===== src/rtl/cam_pkg.sv =====
package cam_pkg;

    typedef enum logic [1:0] {
        ST_IDLE,
        ST_LOAD,
        ST_STEP,
        ST_FINISH
    } cam_state_e;

endpackage


===== src/rtl/cam_word_array.sv =====
module cam_word_array #(
    parameter int WORDS = 8,
    parameter int WIDTH = 16,
    parameter int IDXW  = 3
) (
    input  logic             clk,
    input  logic             rst_n,
    input  logic             wr_en,
    input  logic [IDXW-1:0]  wr_addr,
    input  logic [WIDTH-1:0] wr_data,
    input  logic [WIDTH-1:0] arg,
    input  logic [WIDTH-1:0] key,
    input  logic [IDXW-1:0]  rd_idx,
    output logic [WORDS-1:0] hit,
    output logic [WORDS-1:0] valid,
    output logic [WIDTH-1:0] rd_word
);

    logic [WIDTH-1:0] word_q [WORDS];
    logic [WORDS-1:0] valid_q;

    // storage: data has no reset, only the valid flags do
    always_ff @(posedge clk) begin
        for (int w = 0; w < WORDS; w++) begin
            if (wr_en && (wr_addr == IDXW'(w))) begin
                word_q[w] <= wr_data;
            end
        end
    end

    always_ff @(posedge clk or negedge rst_n) begin
        if (!rst_n) begin
            valid_q <= '0;
        end else begin
            for (int w = 0; w < WORDS; w++) begin
                if (wr_en && (wr_addr == IDXW'(w))) begin
                    valid_q[w] <= 1'b1;
                end
            end
        end
    end

    // one masked comparator per entry, all evaluated in parallel
    for (genvar g = 0; g < WORDS; g++) begin : g_cmp
        logic [WIDTH-1:0] same_bit;
        always_comb begin
            same_bit = (arg & word_q[g]) | (~arg & ~word_q[g]);
            hit[g]   = valid_q[g] && (&(same_bit | ~key));
        end
    end

    assign valid   = valid_q;
    assign rd_word = word_q[rd_idx];

endmodule


===== src/rtl/cam_first_set.sv =====
module cam_first_set #(
    parameter int WORDS = 8,
    parameter int IDXW  = 3
) (
    input  logic [WORDS-1:0] vec,
    output logic [IDXW-1:0]  idx,
    output logic [WORDS-1:0] onehot,
    output logic             last
);

    always_comb begin
        idx = '0;
        for (int i = WORDS - 1; i >= 0; i--) begin
            if (vec[i]) begin
                idx = IDXW'(i);
            end
        end
    end

    assign onehot = vec & (~vec + WORDS'(1));
    assign last   = (vec != '0) && ((vec & ~onehot) == '0);

endmodule


===== src/rtl/mask_cam.sv =====
module mask_cam #(
    parameter int WORDS = 8,
    parameter int WIDTH = 16,
    localparam int IDXW = (WORDS > 1) ? $clog2(WORDS) : 1
) (
    input  logic             clk,
    input  logic             rst_n,
    input  logic             wr_req,
    input  logic [IDXW-1:0]  wr_addr,
    input  logic [WIDTH-1:0] wr_data,
    input  logic             srch_req,
    input  logic [WIDTH-1:0] srch_arg,
    input  logic [WIDTH-1:0] srch_key,
    output logic             ready,
    output logic [WORDS-1:0] match_vec,
    output logic             nomatch,
    output logic             out_valid,
    output logic [IDXW-1:0]  out_idx,
    output logic [WIDTH-1:0] out_data,
    output logic             done
);

    import cam_pkg::*;

    cam_state_e       state_q, state_d;
    logic [WIDTH-1:0] arg_q, key_q;
    logic [WORDS-1:0] match_q, pend_q;
    logic             nomatch_q;
    logic             out_valid_q, done_q;
    logic [IDXW-1:0]  out_idx_q;
    logic [WIDTH-1:0] out_data_q;

    logic             idle;
    logic             wr_en;
    logic [WORDS-1:0] hit;
    logic [WORDS-1:0] valid_vec;
    logic [WIDTH-1:0] rd_word;
    logic [IDXW-1:0]  pick_idx;
    logic [WORDS-1:0] pick_onehot;
    logic             pick_last;

    assign idle  = (state_q == ST_IDLE);
    assign wr_en = wr_req && idle;

    cam_word_array #(
        .WORDS (WORDS),
        .WIDTH (WIDTH),
        .IDXW  (IDXW)
    ) u_array (
        .clk     (clk),
        .rst_n   (rst_n),
        .wr_en   (wr_en),
        .wr_addr (wr_addr),
        .wr_data (wr_data),
        .arg     (arg_q),
        .key     (key_q),
        .rd_idx  (pick_idx),
        .hit     (hit),
        .valid   (valid_vec),
        .rd_word (rd_word)
    );

    cam_first_set #(
        .WORDS (WORDS),
        .IDXW  (IDXW)
    ) u_pick (
        .vec    (pend_q),
        .idx    (pick_idx),
        .onehot (pick_onehot),
        .last   (pick_last)
    );

    // state register
    always_ff @(posedge clk or negedge rst_n) begin
        if (!rst_n) begin
            state_q <= ST_IDLE;
        end else begin
            state_q <= state_d;
        end
    end

    // transitions
    always_comb begin
        state_d = state_q;
        unique case (state_q)
            ST_IDLE:   if (srch_req) state_d = ST_LOAD;
            ST_LOAD:   state_d = (hit != '0) ? ST_STEP : ST_FINISH;
            ST_STEP:   if (pick_last) state_d = ST_FINISH;
            ST_FINISH: state_d = ST_IDLE;
            default:   state_d = ST_IDLE;
        endcase
    end

    // datapath and registered outputs
    always_ff @(posedge clk or negedge rst_n) begin
        if (!rst_n) begin
            arg_q       <= '0;
            key_q       <= '0;
            match_q     <= '0;
            pend_q      <= '0;
            nomatch_q   <= 1'b0;
            out_valid_q <= 1'b0;
            out_idx_q   <= '0;
            out_data_q  <= '0;
            done_q      <= 1'b0;
        end else begin
            out_valid_q <= 1'b0;
            done_q      <= 1'b0;
            unique case (state_q)
                ST_IDLE: begin
                    if (srch_req) begin
                        arg_q <= srch_arg;
                        key_q <= srch_key;
                    end
                end
                ST_LOAD: begin
                    match_q   <= hit;
                    pend_q    <= hit;
                    nomatch_q <= (hit == '0);
                end
                ST_STEP: begin
                    out_valid_q <= 1'b1;
                    out_idx_q   <= pick_idx;
                    out_data_q  <= rd_word;
                    pend_q      <= pend_q & ~pick_onehot;
                end
                ST_FINISH: begin
                    done_q <= 1'b1;
                end
                default: ;
            endcase
        end
    end

    assign ready     = idle;
    assign match_vec = match_q;
    assign nomatch   = nomatch_q;
    assign out_valid = out_valid_q;
    assign out_idx   = out_idx_q;
    assign out_data  = out_data_q;
    assign done      = done_q;

endmodule


===== config.mk =====
export PLATFORM = sky130hd
export DESIGN_NAME = mask_cam
export DESIGN_NICKNAME = d
export VERILOG_FILES = /design/src/rtl/cam_pkg.sv /design/src/rtl/cam_word_array.sv /design/src/rtl/cam_first_set.sv /design/src/rtl/mask_cam.sv
export SDC_FILE = /design/constraint.sdc
export NUM_CORES = 1
export LEC_CHECK = 0
export BUFFER_PORTS_ARGS = -buffer_cell sky130_fd_sc_hd__buf_2
export CAP_MARGIN = 20
export CORE_UTILIZATION = 40
export DETAILED_ROUTE_END_ITERATION = 16
export GPL_TIMING_DRIVEN = 0
export SYNTH_ARGS = -nofsm -noshare
export SYNTH_HDL_FRONTEND = slang
export SYNTH_SLANG_ARGS = --single-unit

===== constraint.sdc =====
create_clock -name clk -period 7.7 [get_ports clk]
set_input_delay 0.385 -clock clk [delete_from_list [all_inputs] [get_ports clk]]
set_output_delay 0.385 -clock clk [all_outputs]
set_load 0.02 [all_outputs]

==> impl_metrics.ini <==
[status]
status = finished, final reports clean

[worst_setup_path]
criticalPathCategory = reg -> reg
worst-path-max-fanout = 10
worstPathRequired_ns = 8.16
cp.arrival_ns = 3.78
end_kind = register
startpoint_type = register

[cts]
post_cts_resized = 0
clk_latency_ns = 0.53
numCtsBuffers = 24
ctsHoldBuffers = 1
cts_num_sinks = 208
path_clk_slew_ns = 0.06
htree_levels = 1
tritoncts = built
cts-root-buf = clkbuf_16
cts_max_path_buffers = 3
cts_setup_buffers = 0

[place]
io_buffers = 85
hpwl_mm = 20.4
place_inst = 1131
gp_congestion = 0.885

[pwr]
total_leakage_power_uw = 0.00504
p_sw_uw = 476
pwr-share-comb = 0.015
internal_power_uw = 1830
netSwitchingFraction = 0.207
vdd_drop_max_v = 0.000135
clkPwrFrac = 0.470
seqPwrFrac = 0.515
powerDensity_nw_per_um2 = 197

[layout]
final_cell_count_no_fill = 1178
final_cell_mix = xor2_1 (128), edfxtp_1 (128), buf_2 (91)
final_layout_size_suffix_gt1_frac = 0.255
diodes = 0
fin_util = 0.482
area_growth_syn_to_layout_pct = 18.6
final_net_count = 895

[grt]
grt_max_degree = 60
antenna_found_initial = 1
grt_first_pass_wirelength_mm = 40.8
grt_pass1_vias = 6417
grt_use_total = 0.221
grt_overflow = 0

[yosys]
netlist_area_sq_um = 9860
synth_top_family_by_area = XOR/XNOR gates
yosysSeqAreaShare = 0.593
synth-xor-area-share = 0.115
synth-edff-count = 128
avgSynthCellArea_sq_um = 13.9
yosysWarnings = 0
ys_async_sr_fraction = 0.385
synth_compound_area_frac = 0.0956
synthAdderAreaFrac = 0.00609
synthMuxAreaShare = 0.114
syn-num-nets = 767
ys.flop_type = edfxtp_1
syn_inst = 708
yosysUniqueCellTypes = 49
yosys.area_share.simple = 0.0480
synth-seq-cells = 208

[routing]
firstDrtPassIters = 5
viasPerCell = 5.52
wl_per_cell_um = 23.8
vias = 6498
drc = 0
first_iter_violations = 497
finalWirelength_mm = 28.1
postRouteAntennaNets = 0

[run]
cap_violations = 0

[timing]
setup_violations = 0
drv_slew = 0
clock_skew_ns = 0.0159
period_needed_ns = 3.32
final.setup.tns_ns = 0
max_freq_mhz = 301
rsz0062_at_grt = false
hold_viol_final = 0
max-slew-margin-rel = 0.330
finalCritPeriodShare = 0.431
max_slew.worst_pin.slew_ns = 1.01

[floorplanning]
core.rowCount = 57
initial_utilization = 0.406
die_area_sq_um = 25300
fp.dieW_um = 159
fp.dieH_um = 159
coreArea_sq_um = 24200
ios = 86

[min_path]
hp-class = in -> reg
[per-layer routing]
layer	vias up	global-route usage	wire [um]
met5	-	0	11
met4	2	0.0577	697
met3	43	0.0300	1550
met2	245	0.370	13600
met1	3268	0.302	12200
li1	2940	-	-
[worst paths after layout]
check,startpoint,endpoint,slack [ns],cells past startpoint
min reg2reg,u_array.valid[7],u_array.valid[7],0.47,1
max,state_q[0],out_data[5],4.38,9
min in group asynchronous,rst_n,key_q[0],0.33,2
min,srch_arg[9],arg_q[9],0.08,2
max in group asynchronous,rst_n,arg_q[7],6.74,3
max reg2reg,state_q[0],out_data[5],4.38,9
[worst max-delay path: stages, from the launching register on]
cell      delay, ns
dfrtp_1        0.44
inv_1          0.10
ha_1           0.16
clkbuf_1       0.34
clkinv_1       0.36
nor3_1         0.65
nand2_1        0.38
clkbuf_1       0.40
o22ai_1        0.26
a221o_1        0.16
[Yosys cell counts (2+ instances only)]
cell type	n	area share
a2111oi_0	2	0.0018
a211o_1	2	0.0018
a21o_1	3	0.0023
a21oi_1	3	0.0015
a221o_1	14	0.014
a222oi_1	5	0.0051
a22o_1	9	0.0080
a22oi_1	49	0.037
buf_1	9	0.0034
buf_2	7	0.0036
buf_6	3	0.0034
clkbuf_1	36	0.014
dfrtp_1	80	0.20
edfxtp_1	128	0.39
ha_1	4	0.0051
inv_1	11	0.0042
mux2_2	41	0.047
mux2i_1	30	0.030
mux4_2	16	0.037
nand2_1	22	0.0084
nand2b_1	3	0.0019
nand4_1	16	0.010
nor2_1	12	0.0046
nor3_1	16	0.0081
nor4_1	5	0.0032
o21ai_0	9	0.0046
o21bai_1	2	0.0015
o22ai_1	15	0.0095
o2bb2ai_1	2	0.0018
or2_2	8	0.0051
xor2_1	128	0.11
[power groups by stage]
stage	Combinational, uW	Sequential, uW	Clock (uW)
finish	34.8	1190	1080
global route	39.5	1190	1140
CTS	35.9	1190	1100
detailed placement	35.4	1210	0
global placement	32.3	1210	0
floorplan	0.958	1210	0
[sequential cells by signal, indices dropped and copies added (netlist names)]
register,flops
done,1
match_vec,8
state_q,2
out_idx,3
u_array.word_q,128
nomatch,1
u_array.valid,8
arg_q,16
out_data,16
key_q,16
out_valid,1
pend_q,8
[metrics by stage]
step / power (uW) / worst slack [ns] / hold WS, ns / instance area (sq um)
global placement: 1240 / 3.46 / 0.451 / 10700
finish: 2300 / 4.38 / 0.0849 / 11700
global route: 2360 / 4.20 / 0.0836 / 11700
CTS: 2320 / 4.44 / 0.0752 / 11700
floorplan: 1210 / 5.10 / 0.0894 / 9860
detailed placement: 1240 / 4.47 / 0.328 / 10900
[logic make-up (layout without fill, tap and decap cells)]
group | count (synthesis) | count (layout)
xor+xnor | 129 | 129
compound gates | 122 | 122
fa+ha+maj | 5 | 5
simple gates | 90 | 90
mux | 87 | 87
flops | 208 | 208
buf+inv | 67 | 213
[cell type report]
type,instances,area [sq um]
fillers,2159,12600
flip-flops and latches,208,5850
multi-input cells,433,3750
clock buffers,38,704
repair buffers,102,658
well taps,324,405
plain buffers,55,238
inverters,12,45.0
clock inverters,6,43.8
(Power assumes the default switching activity.)
